<file path="src/rtl/pfg_pkg.sv">
package pfg_pkg;

    typedef enum logic [0:0] {
        PFG_IDLE = 1'b0,
        PFG_SEND = 1'b1
    } pfg_state_e;

    localparam logic [47:0] PFG_CTRL_DEST  = 48'h01_80_C2_00_00_01;
    localparam logic [15:0] PFG_CTRL_TYPE  = 16'h8808;
    localparam logic [15:0] PFG_PAUSE_OP   = 16'h0001;
    localparam int          PFG_HDR_BYTES  = 18;

endpackage

</file>
<file path="src/rtl/pfg_req_arbiter.sv">
module pfg_req_arbiter #(
    parameter int TIME_W = 16
) (
    input  logic              clk,
    input  logic              rst_n,
    input  logic              req,
    input  logic [TIME_W-1:0] req_time,
    input  logic              full_duplex,
    input  logic              partner_cap,
    input  logic              fc_enable,
    input  logic              take,
    output logic              pend,
    output logic [TIME_W-1:0] pend_time,
    output logic              rejected
);

    logic allow;
    logic accept;

    assign allow  = full_duplex & partner_cap & fc_enable;
    assign accept = req & allow;

    always_ff @(posedge clk) begin
        if (!rst_n) begin
            pend      <= 1'b0;
            pend_time <= '0;
            rejected  <= 1'b0;
        end else begin
            pend     <= (pend & ~take) | accept;
            rejected <= req & ~allow;
            if (accept) begin
                pend_time <= req_time;
            end
        end
    end


    reject_cause_chk: assert property (@(posedge clk) disable iff (!rst_n)
        rejected |-> ($past(req) && !($past(full_duplex) && $past(partner_cap) && $past(fc_enable))));


    accept_held_chk: assert property (@(posedge clk) disable iff (!rst_n)
        (req && full_duplex && partner_cap && fc_enable) |=> (pend && pend_time == $past(req_time)));

endmodule

</file>
<file path="src/rtl/pfg_byte_sel.sv">
module pfg_byte_sel
    import pfg_pkg::*;
#(
    parameter int IDX_W  = 6,
    parameter int TIME_W = 16
) (
    input  logic [IDX_W-1:0]  idx,
    input  logic [47:0]       src_addr,
    input  logic [TIME_W-1:0] quanta,
    output logic [7:0]        byte_out
);

    localparam int HDR_BITS = PFG_HDR_BYTES * 8;

    logic [HDR_BITS-1:0] hdr;
    logic [7:0]          lane [PFG_HDR_BYTES];

    assign hdr = {PFG_CTRL_DEST, src_addr, PFG_CTRL_TYPE, PFG_PAUSE_OP, quanta};

    for (genvar g = 0; g < PFG_HDR_BYTES; g++) begin : g_lane
        assign lane[g] = (idx == IDX_W'(g)) ? hdr[HDR_BITS-1-8*g -: 8] : 8'h00;
    end

    always_comb begin
        byte_out = 8'h00;
        for (int k = 0; k < PFG_HDR_BYTES; k++) begin
            byte_out = byte_out | lane[k];
        end
    end

endmodule

</file>
<file path="src/rtl/pfg_tx_seq.sv">
module pfg_tx_seq
    import pfg_pkg::*;
#(
    parameter int FRAME_BYTES = 60,
    parameter int TIME_W      = 16
) (
    input  logic              clk,
    input  logic              rst_n,
    input  logic              pend,
    input  logic [TIME_W-1:0] pend_time,
    input  logic [47:0]       station_addr,
    input  logic              tx_ready,
    output logic              take,
    output logic              tx_valid,
    output logic [7:0]        tx_data,
    output logic              tx_last
);

    localparam int               IDX_W    = $clog2(FRAME_BYTES);
    localparam logic [IDX_W-1:0] LAST_IDX = IDX_W'(FRAME_BYTES - 1);

    pfg_state_e        state, state_nx;
    logic [IDX_W-1:0]  idx;
    logic [47:0]       cap_addr;
    logic [TIME_W-1:0] cap_time;
    logic              hs;

    assign hs   = (state == PFG_SEND) && tx_ready;
    assign take = (state == PFG_IDLE) && pend;

    always_comb begin
        state_nx = state;
        unique case (state)
            PFG_IDLE: if (pend) state_nx = PFG_SEND;
            PFG_SEND: if (tx_ready && idx == LAST_IDX) state_nx = PFG_IDLE;
            default:  state_nx = PFG_IDLE;
        endcase
    end

    always_ff @(posedge clk) begin
        if (!rst_n) begin
            state    <= PFG_IDLE;
            idx      <= '0;
            cap_addr <= '0;
            cap_time <= '0;
        end else begin
            state <= state_nx;
            if (take) begin
                idx      <= '0;
                cap_addr <= station_addr;
                cap_time <= pend_time;
            end else if (hs && idx != LAST_IDX) begin
                idx <= idx + 1'b1;
            end
        end
    end

    pfg_byte_sel #(
        .IDX_W  (IDX_W),
        .TIME_W (TIME_W)
    ) u_sel (
        .idx      (idx),
        .src_addr (cap_addr),
        .quanta   (cap_time),
        .byte_out (tx_data)
    );

    always_comb begin
        tx_valid = 1'b0;
        tx_last  = 1'b0;
        unique case (state)
            PFG_IDLE: ;
            PFG_SEND: begin
                tx_valid = 1'b1;
                tx_last  = (idx == LAST_IDX);
            end
            default: ;
        endcase
    end


    stall_hold_chk: assert property (@(posedge clk) disable iff (!rst_n)
        (tx_valid && !tx_ready) |=> (tx_valid && $stable(tx_data) && $stable(tx_last)));


    last_valid_chk: assert property (@(posedge clk) disable iff (!rst_n)
        tx_last |-> tx_valid);


    idx_range_chk: assert property (@(posedge clk) disable iff (!rst_n)
        idx <= LAST_IDX);


    start_chk: assert property (@(posedge clk) disable iff (!rst_n)
        (!tx_valid && pend) |=> (tx_valid && !tx_last));


    end_gap_chk: assert property (@(posedge clk) disable iff (!rst_n)
        (tx_last && tx_ready) |=> !tx_valid);

endmodule

</file>
<file path="src/rtl/pause_frame_gen.sv">
module pause_frame_gen #(
    parameter int FRAME_BYTES = 60,
    parameter int TIME_W      = 16
) (
    input  logic              clk,
    input  logic              rst_n,
    input  logic              pause_req,
    input  logic [TIME_W-1:0] pause_quanta,
    input  logic [47:0]       station_mac,
    input  logic              link_full_duplex,
    input  logic              partner_pause_cap,
    input  logic              flow_ctrl_en,
    input  logic              tx_ready,
    output logic              tx_valid,
    output logic [7:0]        tx_data,
    output logic              tx_last,
    output logic              req_rejected
);

    logic              pend;
    logic [TIME_W-1:0] pend_time;
    logic              take;

    pfg_req_arbiter #(
        .TIME_W (TIME_W)
    ) u_arb (
        .clk         (clk),
        .rst_n       (rst_n),
        .req         (pause_req),
        .req_time    (pause_quanta),
        .full_duplex (link_full_duplex),
        .partner_cap (partner_pause_cap),
        .fc_enable   (flow_ctrl_en),
        .take        (take),
        .pend        (pend),
        .pend_time   (pend_time),
        .rejected    (req_rejected)
    );

    pfg_tx_seq #(
        .FRAME_BYTES (FRAME_BYTES),
        .TIME_W      (TIME_W)
    ) u_seq (
        .clk          (clk),
        .rst_n        (rst_n),
        .pend         (pend),
        .pend_time    (pend_time),
        .station_addr (station_mac),
        .tx_ready     (tx_ready),
        .take         (take),
        .tx_valid     (tx_valid),
        .tx_data      (tx_data),
        .tx_last      (tx_last)
    );


    reset_quiet_chk: assert property (@(posedge clk)
        !rst_n |=> (!tx_valid && !req_rejected));

endmodule

</file>
<file path="config.mk">
export PLATFORM = sky130hd
export DESIGN_NAME = pause_frame_gen
export DESIGN_NICKNAME = d
export VERILOG_FILES = /design/src/rtl/pfg_pkg.sv /design/src/rtl/pfg_req_arbiter.sv /design/src/rtl/pfg_byte_sel.sv /design/src/rtl/pfg_tx_seq.sv /design/src/rtl/pause_frame_gen.sv
export SDC_FILE = /design/constraint.sdc
export NUM_CORES = 1
export LEC_CHECK = 0
export BUFFER_PORTS_ARGS = -buffer_cell sky130_fd_sc_hd__buf_2
export CAP_MARGIN = 10
export CORE_MARGIN = 5
export CORE_UTILIZATION = 55
export DETAILED_ROUTE_END_ITERATION = 10
export PLACE_DENSITY = 0.79
export SYNTH_ARGS = -nofsm -noshare
export SYNTH_HDL_FRONTEND = slang
export SYNTH_HIERARCHICAL = 1
export SYNTH_SLANG_ARGS = --single-unit
</file>
<file path="constraint.sdc">
create_clock -name clk -period 3.1 [get_ports clk]
set_clock_uncertainty 0.1 [all_clocks]
set_input_delay 0 -clock clk [delete_from_list [all_inputs] [get_ports clk]]
set_output_delay 0 -clock clk [all_outputs]
set_load 0.05 [all_outputs]
</file>
==> summary.md <==
| Metric | Value |
|---|---|
| Status | finished, final reports clean |
| Final Cell Area | 0.00542 mm2 |
| Via count | 3777 |
| Placed Area | 0.00453 mm2 |
| Nets | 674 |
| Iteration-0 DRC Markers | 309 |
| Sequential area share after synthesis | 42.1% |
| Normalized max-slew margin | 38.4% |
| DRT Pass-1 Iters | 4 |
| Post-synth ARST share | 0% |
| Pin count of the biggest net entering global routing | 66 |
| Pleak | 2.07 nW |
| Slew Limit Fails | 0 |
| Critical path type | reg2out |
| Switching pwr | 550 uW |
| Fillers | 576 |
| PwrDens | 426 mW/mm2 |
| Core Rows | 32 |
| Clock group share of total power | 38.9% |
| Syn Std Cell Area | 0.00423 mm2 |
| Peak VDD IR | 343 uV |
| CP endpoint kind | output port |
| CP peak stage delay | 590 ps |
| DRC violations left | 0 |
| First-pass GRT wire length | 17.8 mm |
| Synth top area share | 42.1% |
| Hold Path Class | in2reg |
| CTS tree | yes |
| Max Fclk | 420 MHz |
| HP Start | link_full_duplex |
| Final ANT Viol Nets | 0 |
| Max_cap viols | 0 |
| Final setup viols | 0 |
| Post-Syn Nets | 545 |
| Routability cong. | 0.876 |
| Starting Density | 55.6% |
| Cell taking the most area after synthesis | dfxtp_1 |
| Avg Cell Area, Syn | 8.95 um2 |
| I/O Buffers | 81 |
| I/O pin total | 82 |
| RSZ-0062 raised after global routing | no |
| WL/cell | 15.2 um |
| Worst setup SP type | register |
| # H-tree levels | 3 |
| Post-synth cell types | 58 |
| Clock slew at the register clock pins of the worst setup and hold paths | 100 ps |
| Clock Path Buffers | 2 |
| Final period util | 76.8% |
| Worst EP arrival | 2280 ps |
| Multi-input gate area | 0.00214 mm2 |
| GRT Util Overall | 22.8% |
| Clock sink count | 89 |
| Synth top area cells | dfxtp_1 (42%), nand2_1 (15%), a21boi_1 (8.7%) |
| Main synth FF type | dfxtp_1 |
| Mapped Cells | 473 |
| Layout cells sized above 1 | 23.4% |
| HPWL Detailed | 6.77 mm |
| WL final | 10.8 mm |
| Period minus WS final | 2380 ps |
| Worst Setup SP | u_seq/idx[2] |
| Vias in the first global route | 3790 |
| Worst-margin pin slew | 924 ps |
| Fin. Hold Viols | 0 |
| Initial antenna violation count | 0 |
| # Post-CTS Setup Buffers | 0 |
| Critical path required time | 3000 ps |
| Clk root buf | clkbuf_8 |
| Cts repair resizes | 0 |
| Vias per Instance | 5.33 |
| Critical-path cell list | or4b_4 > nor3_4 > a22oi_1 > nand4_1 > buf_2 |
| Comb power frac | 10.0% |
| Area grow syn2layout | 28.1% |
| Sw frac | 23.8% |
| Ant. Diodes | 0 |
| Internal power | 1.76 mW |
| Max FO, Critical Path | 17 |
| CTS hold repair buffers | 67 |
| FF+latch area | 0.00178 mm2 |
| Core footprint | 0.00761 mm2 |
| Post-synth EDFFs | 0 |
| Slowest CP cell | or4b_4 |
| Reg-to-reg startpoint | u_seq/idx[0] |
| YS warnings | 6 |
| Synth Register Bits | 89 |
| Clock latency at the later pin of the worst-skew pair | 350 ps |
| Die Area | 0.00955 mm2 |
| Reg power frac | 51.1% |
| DIE WIDTH | 97.7 um |
| Die Span Y | 97.7 um |
| CTS buffer count | 9 |
| Grt ovf | 0 |
| Post-route setup TNS | 0 ps |
-- cell families after synthesis --
kind of cell,Yosys count,synth area share [%]
compound gates,99,18.5
fa+ha+maj,1,0.296
buf+inv,39,7.27
flops,89,42.1
mux,34,9.81
simple gates,211,22.0
-- stage by stage --
stage	hold slack, ps	utilization, %	power [mW]	setup WS [ps]	std cells
floorplan	-2.14	-	1.31	1290	473
global placement	93.0	59.5	1.36	1150	626
detailed placement	104	59.5	1.37	1100	626
CTS	82.7	71.3	2.31	700	709
global route	89.6	71.3	2.39	571	709
finish	104	71.3	2.31	719	709
-- worst paths after layout --
check | end | slack [ps] | cells past startpoint
worst min-delay path | u_arb/pend_time[10] | 100 | 3
worst min register to register | u_seq/cap_addr[47] | 360 | 2
worst max register to register | u_seq/idx[4] | 1150 | 5
worst max-delay path | tx_data[7] | 720 | 5
-- area by class of cell --
cell class | count | area share (%)
Clock buffer | 9 | 2.28
Sequential cell | 89 | 32.9
Clock inverter | 7 | 1.87
Multi-Input combinational cell | 345 | 39.5
Tap cell | 102 | 2.35
Inverter | 4 | 0.323
Timing Repair Buffer | 153 | 20.8
-- registers in the layout, summed over array words and instances (netlist names) --
| name | cells |
|---|---|
| u_arb/pend | 1 |
| u_seq/idx | 6 |
| u_seq/state | 1 |
| u_arb/pend_time | 16 |
| u_seq/cap_addr | 48 |
| u_seq/cap_time | 16 |
| u_arb/rejected | 1 |
-- per-layer routing --
metal / global-route usage [%] / part of all wire (%) / wire [um]
met5: 0 / 0 / 0
met4: 8.31 / 2.2 / 235
met3: 5.17 / 4.4 / 477
met2: 40.2 / 51 / 5510
met1: 27.0 / 42 / 4570
-- worst max-delay path: cells and delay by family, from the launching register on --
kind | cells | cell delay (ps)
flops | 1 | 480
compound gates | 1 | 140
buf+inv | 1 | 290
simple gates | 3 | 1020
-- cells in the mapped netlist (3+ instances only) --
master	instances
mux4_2	5
dfxtp_1	89
a21boi_2	10
o21ai_0	5
buf_6	5
a21boi_0	5
nor2_1	3
buf_8	6
buf_2	11
a221oi_1	3
a22o_1	3
nand2_2	11
a21boi_1	49
nor3_1	3
mux2_2	3
nand2_1	167
mux2_1	7
nand3_1	6
nor2b_1	3
a21oi_1	4
clkbuf_1	8
a22oi_1	4
a222oi_1	3
mux2i_1	19
-- layout by cell type (no fill, tap or decap), drive strengths merged, types with 2 or more instances in the layout --
cell type and n:
nand3b 2, bufinv 2, and2 2, o21ai 5, a31oi 2, a222oi 3, nor2b 3, nor2 4
clkbuf 9, nand3 6, a21boi 64, mux2i 19, a22oi 4, a221oi 3, or3 2, nor3 4
nand2 178, nand2b 3, mux4 5, dlygate4sd3 67, inv 7, a21oi 5, mux2 10, buf 86
and4 2, a22o 3, dfxtp 89
-- power by group through the flow --
stage	combinational (mW)	sequential (mW)	clock, mW
2_1_floorplan	0.109	1.20	0
3_3_place_gp	0.157	1.21	0
3_5_place_dp	0.162	1.21	0
4_1_cts	0.226	1.18	0.908
5_1_grt	0.252	1.18	0.952
6_report	0.231	1.18	0.900
No activity file was read; power rests on OpenSTA's default activity.
